## src/rtl/evs_pkg.sv

```systemverilog
package evs_pkg;
  typedef struct packed {
    logic rdStatus;
    logic wrStatus;
    logic rdEnable;
    logic wrEnable;
    logic rdOther;
  } busStrobe_t;
endpackage

```

## src/rtl/evs_ctrl.sv

```systemverilog
module evs_ctrl
  import evs_pkg::*;
#(
  parameter int ADDR_W      = 4,
  parameter int STATUS_ADDR = 0,
  parameter int ENABLE_ADDR = 4
) (
  input  logic              clk,
  input  logic              rstN,
  input  logic [ADDR_W-1:0] regAddr,
  input  logic              regRd,
  input  logic              regWr,
  output busStrobe_t        strobes
);
  localparam logic [ADDR_W-1:0] ST_A = ADDR_W'(STATUS_ADDR);
  localparam logic [ADDR_W-1:0] EN_A = ADDR_W'(ENABLE_ADDR);

  logic hitStatus;
  logic hitEnable;
  logic rdOnly;

  assign hitStatus = (regAddr == ST_A);
  assign hitEnable = (regAddr == EN_A);
  assign rdOnly    = regRd && !regWr;

  always_comb begin
    strobes          = '0;
    strobes.wrStatus = regWr && hitStatus;
    strobes.wrEnable = regWr && hitEnable;
    strobes.rdStatus = rdOnly && hitStatus;
    strobes.rdEnable = rdOnly && hitEnable;
    strobes.rdOther  = rdOnly && !hitStatus && !hitEnable;
  end

  // At most one strobe per cycle; unmapped accesses cause no register write
  assert_one_strobe_R11: assert property (@(posedge clk) disable iff (!rstN)
    $onehot0(strobes));
  assert_unmapped_quiet_R11: assert property (@(posedge clk) disable iff (!rstN)
    strobes.rdOther |-> !(strobes.wrStatus || strobes.wrEnable));
endmodule

```

## src/rtl/evs_dpath.sv

```systemverilog
module evs_dpath
  import evs_pkg::*;
#(
  parameter int DATA_W  = 32,
  parameter int EVT_N   = 5,
  parameter int EVT_LSB = 27,
  parameter int BOOT_N  = 3
) (
  input  logic              clk,
  input  logic              rstN,
  input  busStrobe_t        strobes,
  input  logic [EVT_N-1:0]  evtPulse,
  input  logic              bootFail,
  input  logic [DATA_W-1:0] regWdata,
  output logic [DATA_W-1:0] regRdata,
  output logic              irqOut
);
  localparam logic [EVT_N-1:0] BOOT_MASK = EVT_N'((1 << BOOT_N) - 1);

  logic [EVT_N-1:0]  status;
  logic [EVT_N-1:0]  snap;
  logic [EVT_N-1:0]  enable;
  logic [EVT_N-1:0]  setVec;
  logic [EVT_N-1:0]  clrMask;
  logic [EVT_N-1:0]  wField;
  logic [DATA_W-1:0] statusWord;
  logic [DATA_W-1:0] enableWord;
  logic              unusedWdata;

  assign wField      = regWdata[EVT_LSB +: EVT_N];
  assign unusedWdata = ^regWdata;
  assign setVec      = evtPulse | (bootFail ? BOOT_MASK : '0);
  assign clrMask     = strobes.wrStatus ? (wField & snap) : '0;

  always_comb begin
    statusWord = '0;
    enableWord = '0;
    statusWord[EVT_LSB +: EVT_N] = status;
    enableWord[EVT_LSB +: EVT_N] = enable;
  end

  // Sticky flags: set beats clear on the same edge
  always_ff @(posedge clk or negedge rstN) begin
    if (!rstN) status <= '0;
    else       status <= (status & ~clrMask) | setVec;
  end

  // Snapshot: refreshed by every status read, zeroed by every status write
  always_ff @(posedge clk or negedge rstN) begin
    if (!rstN)                 snap <= '0;
    else if (strobes.wrStatus) snap <= '0;
    else if (strobes.rdStatus) snap <= status;
  end

  always_ff @(posedge clk or negedge rstN) begin
    if (!rstN)                 enable <= '0;
    else if (strobes.wrEnable) enable <= wField;
  end

  always_ff @(posedge clk or negedge rstN) begin
    if (!rstN)                 regRdata <= '0;
    else if (strobes.rdStatus) regRdata <= statusWord;
    else if (strobes.rdEnable) regRdata <= enableWord;
    else if (strobes.rdOther)  regRdata <= '0;
  end

  assign irqOut = |(status & enable);

  for (genvar i = 0; i < EVT_N; i++) begin : g_bitChk
    assert_clear_guarded_R5: assert property (@(posedge clk) disable iff (!rstN)
      $fell(status[i]) |-> $past(strobes.wrStatus && regWdata[EVT_LSB+i] && snap[i]));
    assert_set_wins_R8: assert property (@(posedge clk) disable iff (!rstN)
      setVec[i] |=> status[i]);
  end

  assert_snap_zeroed_R6: assert property (@(posedge clk) disable iff (!rstN)
    strobes.wrStatus |=> (snap == '0));
  assert_boot_sets_R3: assert property (@(posedge clk) disable iff (!rstN)
    bootFail |=> ((status & BOOT_MASK) == BOOT_MASK));
  assert_read_data_R4: assert property (@(posedge clk) disable iff (!rstN)
    strobes.rdStatus |=> (regRdata[EVT_LSB +: EVT_N] == $past(status)));
  assert_irq_source_R10: assert property (@(posedge clk) disable iff (!rstN)
    irqOut |-> (status != '0) && (enable != '0));
endmodule

```

## src/rtl/mtx_event_status.sv

```systemverilog
module mtx_event_status
  import evs_pkg::*;
#(
  parameter int DATA_W      = 32,
  parameter int ADDR_W      = 4,
  parameter int EVT_N       = 5,
  parameter int EVT_LSB     = 27,
  parameter int BOOT_N      = 3,
  parameter int STATUS_ADDR = 0,
  parameter int ENABLE_ADDR = 4
) (
  input  logic              clk,
  input  logic              rstN,
  input  logic [EVT_N-1:0]  evtPulse,
  input  logic              bootFail,
  input  logic [ADDR_W-1:0] regAddr,
  input  logic              regRd,
  input  logic              regWr,
  input  logic [DATA_W-1:0] regWdata,
  output logic [DATA_W-1:0] regRdata,
  output logic              irqOut
);
  busStrobe_t strobes;

  evs_ctrl #(
    .ADDR_W(ADDR_W), .STATUS_ADDR(STATUS_ADDR), .ENABLE_ADDR(ENABLE_ADDR)
  ) u_ctrl (
    .clk(clk), .rstN(rstN), .regAddr(regAddr), .regRd(regRd), .regWr(regWr),
    .strobes(strobes)
  );

  evs_dpath #(
    .DATA_W(DATA_W), .EVT_N(EVT_N), .EVT_LSB(EVT_LSB), .BOOT_N(BOOT_N)
  ) u_dpath (
    .clk(clk), .rstN(rstN), .strobes(strobes), .evtPulse(evtPulse),
    .bootFail(bootFail), .regWdata(regWdata), .regRdata(regRdata), .irqOut(irqOut)
  );
endmodule

```

## config.mk

```make
export PLATFORM = sky130hd
export DESIGN_NAME = mtx_event_status
export DESIGN_NICKNAME = d
export VERILOG_FILES = /design/src/rtl/evs_pkg.sv /design/src/rtl/evs_ctrl.sv /design/src/rtl/evs_dpath.sv /design/src/rtl/mtx_event_status.sv
export SDC_FILE = /design/constraint.sdc
export NUM_CORES = 1
export LEC_CHECK = 0
export ABC_AREA = 1
export BUFFER_PORTS_ARGS = -buffer_cell sky130_fd_sc_hd__buf_2
export CORE_MARGIN = 1.5
export CORE_UTILIZATION = 45
export DETAILED_ROUTE_END_ITERATION = 8
export PLACE_DENSITY = 0.89
export SLEW_MARGIN = 20
export SYNTH_ARGS = -nofsm -noshare
export SYNTH_HDL_FRONTEND = slang
export SYNTH_SLANG_ARGS = --single-unit
export TNS_END_PERCENT = 10
```

## constraint.sdc

```tcl
create_clock -name clk -period 1.7 [get_ports clk]
set_input_delay 0.085 -clock clk [delete_from_list [all_inputs] [get_ports clk]]
set_output_delay 0.085 -clock clk [all_outputs]
set_load 0.03 [all_outputs]
```

==> results.md, run 1 <==
* Worst-path clk slew at 100 ps
* Drc violations at 0
* Max FO, Critical Path at 3
* # placed instances at 203
* CP most frequent cell: nand2_1
* Clock Path Buffers at 2
* Setup slack after layout at 399 ps
* CP max-delay cell: dfrtp_1
* Via count at 991
* Pwr Density at 799 mW/mm^2
* Num CTS Buffers at 3
* Pin count of the biggest net entering global routing at 21
* Status: completed
* Worst hold margin at 0.466 ps
* Synth Area in Compound Gates at 0.00415
* Period minus WS final at 1300 ps
* CP Launch Type: register
* Clk_skew at 2.44 ps
* CTS tree: done
* Site Rows at 18
* Vias in the first global route at 889
* CP endpoint kind: output port
* Register area share after synthesis at 0.415
* Area of the die at 0.00300 mm^2
* CTS Root Buffer Type: clkbuf_4
* Tcrit/Tclk final at 0.765
* Xor/xnor share of the synthesized area at 0
* Cell area after synthesis at 0.00120 mm^2
* Post-synth cell types at 16
* Share of cells above drive strength 1 at 0.195
* Design area at 0.00135 mm^2
* Endpoints failing hold at 0
* I/O pin count at 79
* ANT cells at 0
* DP Wirelength at 1.74 mm
* Critical Path Max Stage Delay at 430 ps
* I/O Buffers at 24
* VDD IR max at 614 uV
* Total chip power at 1.08 mW
* Synth Area in Adders at 0
* Post_cts resized at 0
* Synth Warn # at 0
* Mapped Cells at 152
* Initial drt markers at 33
* Post-synthesis register bit count at 20
* CP Cell Sequence: nand2_1 > nand2_1 > a21oi_1 > nand3_1 > buf_2
* First-pass GRT wire length at 3.81 mm
* Post-synthesis area per instance at 7.93 um^2
* Worst hold path class: in -> reg
* Setup TNS at 0 ps
* Kind of critical path: reg -> out
* Total GRT Usage at 0.180
* RePlAce Congestion at 0.795
* Leak at 0.791 nW
* Delay-heaviest family, CP: flip-flops
* Post-Route WL at 2.39 mm
* Setup WS pre-CTS at 617 ps
* RSZ-0062 raised after global routing: no
* WL/cell at 11.1 um
* GR Overflow Total at 0
* Die Ht at 54.7 um
* Multiplexer area fraction after synthesis at 0
* Drt pass-1 iters at 4
* DP Area at 0.00124 mm^2
* Slew Limit Fails at 0
* Initial antenna violation count at 0
* Fmax at 769 MHz
* # clock sinks at 20
* Final Net Count at 233
* Simple logic cell fraction of the synthesized area at 0.347
* Fillers at 261
* Worst path bufs/invs at 1
* Largest family of logic cells by synthesized area: simple AND/OR/NAND/NOR gates
* Drt via density at 4.61
* H-tree levels at 1
* ANT nets after route at 0
* Worst EP required at 1620 ps
* P&R area growth vs syn at 12.1%
* CP Data Arrival Time at 1220 ps
* Final non-filler cell total at 215
* Die X at 54.7 um
* Starting density of the core at 0.482
* Core footprint at 0.00250 mm^2
* Utilization after layout at 0.541
* Count of final setup violators at 0
* Clk_lat worst skew at 290 ps
* MaxCap Viol Count at 0
[what timing repair did]
action	4_1_cts	5_1_grt
endpoints found under the hold margin	27	0
hold buffers	9	0
buffers inserted	0	0
[Yosys cell counts]
cell type / instances / area (um^2)
nor2_8: 1 / 20.0
nor2_4: 2 / 22.5
inv_2: 1 / 3.75
nand4_1: 10 / 62.6
nor2_1: 4 / 15.0
nand3_1: 17 / 85.1
conb_1: 1 / 3.75
nand2_1: 49 / 184
buf_4: 29 / 218
nor2_2: 2 / 12.5
dfrtp_1: 20 / 500
nand3_2: 1 / 10.0
buf_6: 1 / 11.3
a21oi_1: 1 / 5.00
inv_1: 12 / 45.0
nand2_2: 1 / 6.26
[worst paths after layout]
kind | startpoint | endpoint | slack [ps] | cells after the start
hold reg to reg | u_dpath.regRdata[31] | u_dpath.regRdata[31] | 500 | 2
setup reg to reg | u_dpath.snap[2] | u_dpath.status[2] | 890 | 5
min in group asynchronous | rstN | u_dpath.regRdata[29] | 250 | 2
hold / removal | bootFail | u_dpath.status[2] | 0.5 | 3
setup / recovery | u_dpath.status[2] | irqOut | 400 | 5
max in group asynchronous | rstN | u_dpath.enable[4] | 1140 | 2
[registers in the layout (all words and copies together), names as in the netlist]
register / count
u_dpath.enable: 5
u_dpath.regRdata: 5
u_dpath.snap: 5
u_dpath.status: 5
[routing by layer]
metal  routed length [um]  track usage  up-vias
li1                     -            -      496
met3                  150       0.0246        5
met2                 1180        0.300       47
met4                   30       0.0625        0
met1                 1030        0.238      443
met5                    0            0        -
[cell type report]
cell class	count	area (um^2)	area share
Clock buffer	3	22.5	0.0167
Sequential cell	20	500	0.370
Multi-Input combinational cell	115	524	0.388
Timing Repair Buffer	34	218	0.161
Tap cell	30	37.5	0.0278
Inverter	13	48.8	0.0361
[worst min-delay path, stage by stage]
cell and delay [ps]:
buf_2 100, nor2_1 40, nand2_1 50
[power breakdown]
| group | total (mW) | internal [mW] | switching (mW) | leakage (nW) |
|---|---|---|---|---|
| sequential | 0.565 | 0.529 | 0.0359 | 0.241 |
| clock | 0.218 | 0.0826 | 0.136 | 0.0138 |
| combinational | 0.297 | 0.0879 | 0.209 | 0.537 |
[cell usage in the layout, fill, tap and decap left out, drive strengths merged]
cell type	instances
clkbuf	3
conb	27
buf	25
dfrtp	20
nand3	18
a21oi	1
nor2	9
nand2	50
inv	13
dlygate4sd3	9
nand4	10
[logic make-up after synthesis]
family | Yosys count
DFF | 20
and+or+nand+nor | 87
other | 1
buffers and inverters | 43
AOI/OAI and AO/OA | 1
Note: power is estimated with default switching activity, not from simulation.
==> run 2, diff against run 1 <==
--- a/config.mk
+++ b/config.mk
@@ -8,9 +8,9 @@
 export ABC_AREA = 1
 export BUFFER_PORTS_ARGS = -buffer_cell sky130_fd_sc_hd__buf_2
 export CORE_MARGIN = 1.5
-export CORE_UTILIZATION = 45
+export CORE_UTILIZATION = 42
 export DETAILED_ROUTE_END_ITERATION = 8
-export PLACE_DENSITY = 0.89
+export PLACE_DENSITY = 0.84
 export SLEW_MARGIN = 20
 export SYNTH_ARGS = -nofsm -noshare
 export SYNTH_HDL_FRONTEND = slang
==> constraint.sdc (replaced) <==
create_clock -name clk -period 1.34 [get_ports clk]
set_input_delay 0.067 -clock clk [delete_from_list [all_inputs] [get_ports clk]]
set_output_delay 0.067 -clock clk [all_outputs]
set_load 0.03 [all_outputs]
==> results.md, run 2 (synthesis results as in run 1) <==
* Utilization after layout at 0.534
* Flop pwr share at 0.483
* Clock Path Buffers at 2
* ANT nets after route at 0
* R2r setup slk at 510 ps
* Post-Route WL at 2.44 mm
* Area of the die at 0.00320 mm^2
* Endpoints failing hold at 0
* Worst hold margin at 128 ps
* R2R depth at 3
* Min-Delay Endpoint: u_dpath.snap[4]
* Max FO, Critical Path at 3
* Setup TNS at 0 ps
* Final Net Count at 242
* VDD IR max at 599 uV
* Num CTS Buffers at 3
* Pint at 0.980 mW
* H-tree levels at 1
* Leak at 0.844 nW
* Critical Path Max Stage Delay at 420 ps
* Worst EP required at 1270 ps
* Delay-heaviest family, CP: flip-flops
* Kind of critical path: reg -> out
* Fmax at 779 MHz
* Drt via density at 4.62
* Count of final setup violators at 0
* CP Cell Sequence: nand2_1 > nand2_2 > a21oi_2 > nand3_1 > buf_6
* Status: completed
* Hold path depth at 4
* Clk_lat worst skew at 300 ps
* Final non-filler cell total at 226
* CP Launch Type: register
* Vias in the first global route at 905
* Sw Share at 0.340
* DP Wirelength at 1.70 mm
* Worst hold path class: in -> reg
* Starting density of the core at 0.441
* Gate power share at 0.283
* Tcrit/Tclk final at 0.958
* Clock power share at 0.234
* MaxCap Viol Count at 0
* Hold Startpoint: regAddr[0]
* Core footprint at 0.00273 mm^2
* CTS Root Buffer Type: clkbuf_4
* CP max-delay cell: dfrtp_1
* RSZ-0062 raised after global routing: no
* Via count at 1044
* First-pass GRT wire length at 3.92 mm
* CP Data Arrival Time at 1220 ps
* WP depth at 5
* Slew Limit Fails at 0
* Psw at 0.506 mW
* Most frequent cells in the layout: nand2_1 (48), conb_1 (27), buf_2 (23)
* Drt pass-1 iters at 6
* WL/cell at 10.8 um
* Fillers at 279
* Die X at 56.6 um
* R2R Path End: u_dpath.regRdata[28]
* RePlAce Congestion at 0.819
* CTS tree: done
* Initial drt markers at 27
* Worst-path clk slew at 110 ps
* Drc violations at 0
* Period minus WS final at 1280 ps
* I/O Buffers at 24
* Total GRT Usage at 0.157
* Initial antenna violation count at 0
* Die Ht at 56.6 um
* Share of cells above drive strength 1 at 0.221
* Pin count of the biggest net entering global routing at 21
* Site Rows at 19
* I/O pin count at 79
* Pwr Density at 1020 mW/mm^2
* P&R area growth vs syn at 21.1%
* Clk_skew at 0.999 ps
* Total chip power at 1.49 mW
* Commonest non-fill, non-tap cell in the layout: nand2_1
* GR Overflow Total at 0
* CP endpoint kind: output port
* Reg2reg start: u_dpath.status[1]
* # clock sinks at 20
* Worst path bufs/invs at 1
* ANT cells at 0
* # placed instances at 205
==> run 2: power by group through the flow <==
stage / Sequential, mW / Combinational, mW / Clock (mW)
floorplan: 0.735 / 0.317 / 0
global placement: 0.725 / 0.354 / 0
detailed placement: 0.728 / 0.359 / 0
CTS: 0.716 / 0.391 / 0.349
global route: 0.725 / 0.460 / 0.385
finish: 0.718 / 0.420 / 0.348
==> run 2: layout make-up <==
type,count,area (um^2),area share
clock buffers,4,36.3,0.0249
inverters,13,48.8,0.0334
multi-input cells,115,531,0.364
flip-flops and latches,20,500,0.343
well taps,31,38.8,0.0266
repair buffers,43,304,0.208
==> run 2: worst reg2reg max path, stage by stage, from the launching register on <==
cell	delay [ps]
dfrtp_1	400
buf_4	140
nand4_1	110
nand3_1	80
==> run 2: layer usage <==
layer / part of all wire / GRT usage
met1: 0.42 / 0.211
met5: 0 / 0
met4: 0.0074 / 0.0408
met2: 0.49 / 0.262
met3: 0.081 / 0.0230
==> run 2: worst max path at each step <==
| stage | start | endpoint |
|---|---|---|
| after floorplan | u_dpath.enable[1] | irqOut |
| after global placement | u_dpath.enable[2] | irqOut |
| after detailed placement | u_dpath.enable[2] | irqOut |
| after CTS | u_dpath.enable[2] | irqOut |
| after global routing | u_dpath.enable[2] | irqOut |
| final | u_dpath.enable[2] | irqOut |
==> run 2: metrics by stage <==
step	instance area [um^2]	worst slack (ps)
after floorplan	1300	443
after global placement	1250	387
after detailed placement	1250	385
after CTS	1420	43.6
after global routing	1460	4.35
final	1460	55.9
==> run 2: what timing repair did <==
item                                    CTS  global route
buffers inserted                          0             3
hold buffers                             14             0
endpoints found under the setup margin    0             1
resized for setup                         0             5
hold endpoints to repair                 30             0
==> run 3, diff against run 2 <==
--- a/config.mk
+++ b/config.mk
@@ -5,10 +5,9 @@
 export SDC_FILE = /design/constraint.sdc
 export NUM_CORES = 1
 export LEC_CHECK = 0
-export ABC_AREA = 1
 export BUFFER_PORTS_ARGS = -buffer_cell sky130_fd_sc_hd__buf_2
 export CORE_MARGIN = 1.5
-export CORE_UTILIZATION = 42
+export CORE_UTILIZATION = 41
 export DETAILED_ROUTE_END_ITERATION = 8
 export PLACE_DENSITY = 0.84
 export SLEW_MARGIN = 20
==> results.md, run 3 <==
* CP max-delay cell: dfrtp_1
* Worst-path clk slew at 120 ps
* Worst hold path class: in -> reg
* Via count at 894
* Total GRT Usage at 0.146
* Initial drt markers at 28
* Critical Path Max Stage Delay at 410 ps
* Most instantiated library cell after synthesis: buf_4
* Die X at 56.3 um
* Status: complete, but fails checks
* Drt via density at 4.86
* Post-synthesis area per instance at 9.86 um^2
* CP Data Arrival Time at 1370 ps
* EDFF count, synth at 0
* Core footprint at 0.00273 mm^2
* H-tree levels at 1
* WL/cell at 12.1 um
* Post-Route WL at 2.22 mm
* MaxCap Viol Count at 0
* Utilization after layout at 0.499
* Largest family of logic cells by synthesized area: buffers and inverters
* Num CTS Buffers at 3
* # clock sinks at 20
* Share of cells above drive strength 1 at 0.261
* Tcrit/Tclk final at 1.07
* Kind of critical path: reg -> out
* DP Area at 0.00122 mm^2
* Pin count of the biggest net entering global routing at 21
* Simple logic cell fraction of the synthesized area at 0.151
* Site Rows at 19
* Max FO, Critical Path at 2
* Count of final setup violators at 1
* Async set-or-reset flop fraction in the synthesized netlist at 1.00
* Vias in the first global route at 827
* RePlAce Congestion at 0.786
* Initial antenna violation count at 0
* GR Overflow Total at 0
* I/O pin count at 79
* Pwr Density at 1170 mW/mm^2
* Synth Area in Adders at 0
* Leak at 0.658 nW
* Delay-heaviest family, CP: flip-flops
* Clock Path Buffers at 2
* CP endpoint kind: output port
* Synth top area share at 0.430
* Die Ht at 56.3 um
* Worst path bufs/invs at 1
* Fmax at 698 MHz
* Design area at 0.00136 mm^2
* Cell area after synthesis at 0.00116 mm^2
* Violated checks: setup timing
* Top post-synthesis cells by count: buf_4 (28), dfrtp_1 (20), nand2_1 (12), nor2_1 (6)
* Post-synth cell types at 25
* Area of the die at 0.00317 mm^2
* RSZ-0062 raised after global routing: yes
* CTS Root Buffer Type: clkbuf_4
* # placed instances at 171
* Xor/xnor share of the synthesized area at 0
* Clk_skew at 0.701 ps
* Starting density of the core at 0.426
* CP Cell Sequence: a222oi_1 > nand2_1 > buf_6
* Period minus WS final at 1430 ps
* Commonest non-fill, non-tap cell in the layout: conb_1
* Setup WS pre-CTS at 59.1 ps
* I/O Buffers at 24
* Synth Area in Compound Gates at 0.130
* Synth Warn # at 0
* CP Launch Type: register
* ANT cells at 0
* CTS tree: done
* Clk_lat worst skew at 310 ps
* Worst EP required at 1270 ps
* Mapped Cells at 118
* Worst hold margin at 15.0 ps
* ANT nets after route at 0
* P&R area growth vs syn at 17.2%
* Multiplexer area fraction after synthesis at 0.0914
* Drc violations at 0
* VDD IR max at 931 uV
* Largest cells by area after synthesis: dfrtp_1 (43%), buf_4 (18%), mux2_2 (4.8%)
* First-pass GRT wire length at 3.64 mm
* Most frequent cells in the layout: conb_1 (27), buf_2 (23), dfrtp_1 (20)
* Setup slack after layout at -92.5 ps
* Total chip power at 1.60 mW
* Endpoints failing hold at 0
* Slew Limit Fails at 0
* Leading register cell type out of synthesis: dfrtp_1
* Leading area contributor after synthesis: dfrtp_1
* Register area share after synthesis at 0.430
* Drt pass-1 iters at 4
* Setup TNS at -92.5 ps
* Final non-filler cell total at 184
* DP Wirelength at 1.66 mm
* Final Net Count at 200
* Post-synthesis register bit count at 20
## run 3: cell count changes after synthesis, sizes merged, moves of 5 or more
cell | previous run | this run
nand2 | 50 | 12
nand4 | 10 | 0
nor2b | 0 | 5
a31oi | 0 | 5
o21ai | 0 | 5
nand3 | 18 | 1
inv | 13 | 1
o31ai | 0 | 5
mux2 | 0 | 5
mux2i | 0 | 5
## run 3: cell type report
cell class | count | area (um^2)
flip-flops and latches | 20 | 500
clock buffers | 3 | 22.5
fillers | 242 | 1370
inverters | 1 | 3.75
multi-input cells | 92 | 534
repair buffers | 36 | 234
well taps | 31 | 38.8
clock inverters | 1 | 30.0
## run 3: timing repair
item | CTS | global route
endpoints found under the setup margin | 1 | 1
endpoints found under the hold margin | 29 | 0
buffers inserted | 2 | 0
hold buffers | 7 | 0
gates resized for setup | 2 | 0
pin swaps | 2 | 0
gates cloned | 0 | 0
## run 3: final timing paths
path,endpoint,start,slack [ps],depth (start not counted)
worst max-delay path,irqOut,u_dpath.status[3],-90,3
worst min-delay path,u_dpath.status[3],evtPulse[3],10,3
worst max register to register,u_dpath.snap[4],u_dpath.snap[4],430,3
worst min register to register,u_dpath.regRdata[28],u_dpath.regRdata[28],480,2
max in group asynchronous,u_dpath.enable[2],rstN,790,2
min in group asynchronous,u_dpath.regRdata[30],rstN,220,2
## run 3: cell families (layout without fill, tap and decap cells)
kind of cell,count (synthesis),count (layout)
flops,20,20
compound gates,22,22
mux,10,10
simple gates,33,33
buf+inv,32,41
other cells,1,27
## run 3: report_power, final
group | internal [mW] | switching, mW
Sequential | 0.670 | 0.0469
Combinational | 0.144 | 0.245
Clock | 0.303 | 0.188
Total | 1.12 | 0.479
## run 3: worst register-to-register path, cell delays in order, from the launching register on
cell	delay (ps)
dfrtp_1	410
nor2b_1	130
a31oi_1	130
o21ai_0	110
## run 3: layer usage
metal / global-route usage / vias to the layer above / routed length [um]
met5: 0 / - / 0
met4: 0.0510 / 0 / 33
met3: 0.0300 / 5 / 128
met2: 0.264 / 36 / 1140
met1: 0.171 / 419 / 921
li1: - / 434 / -
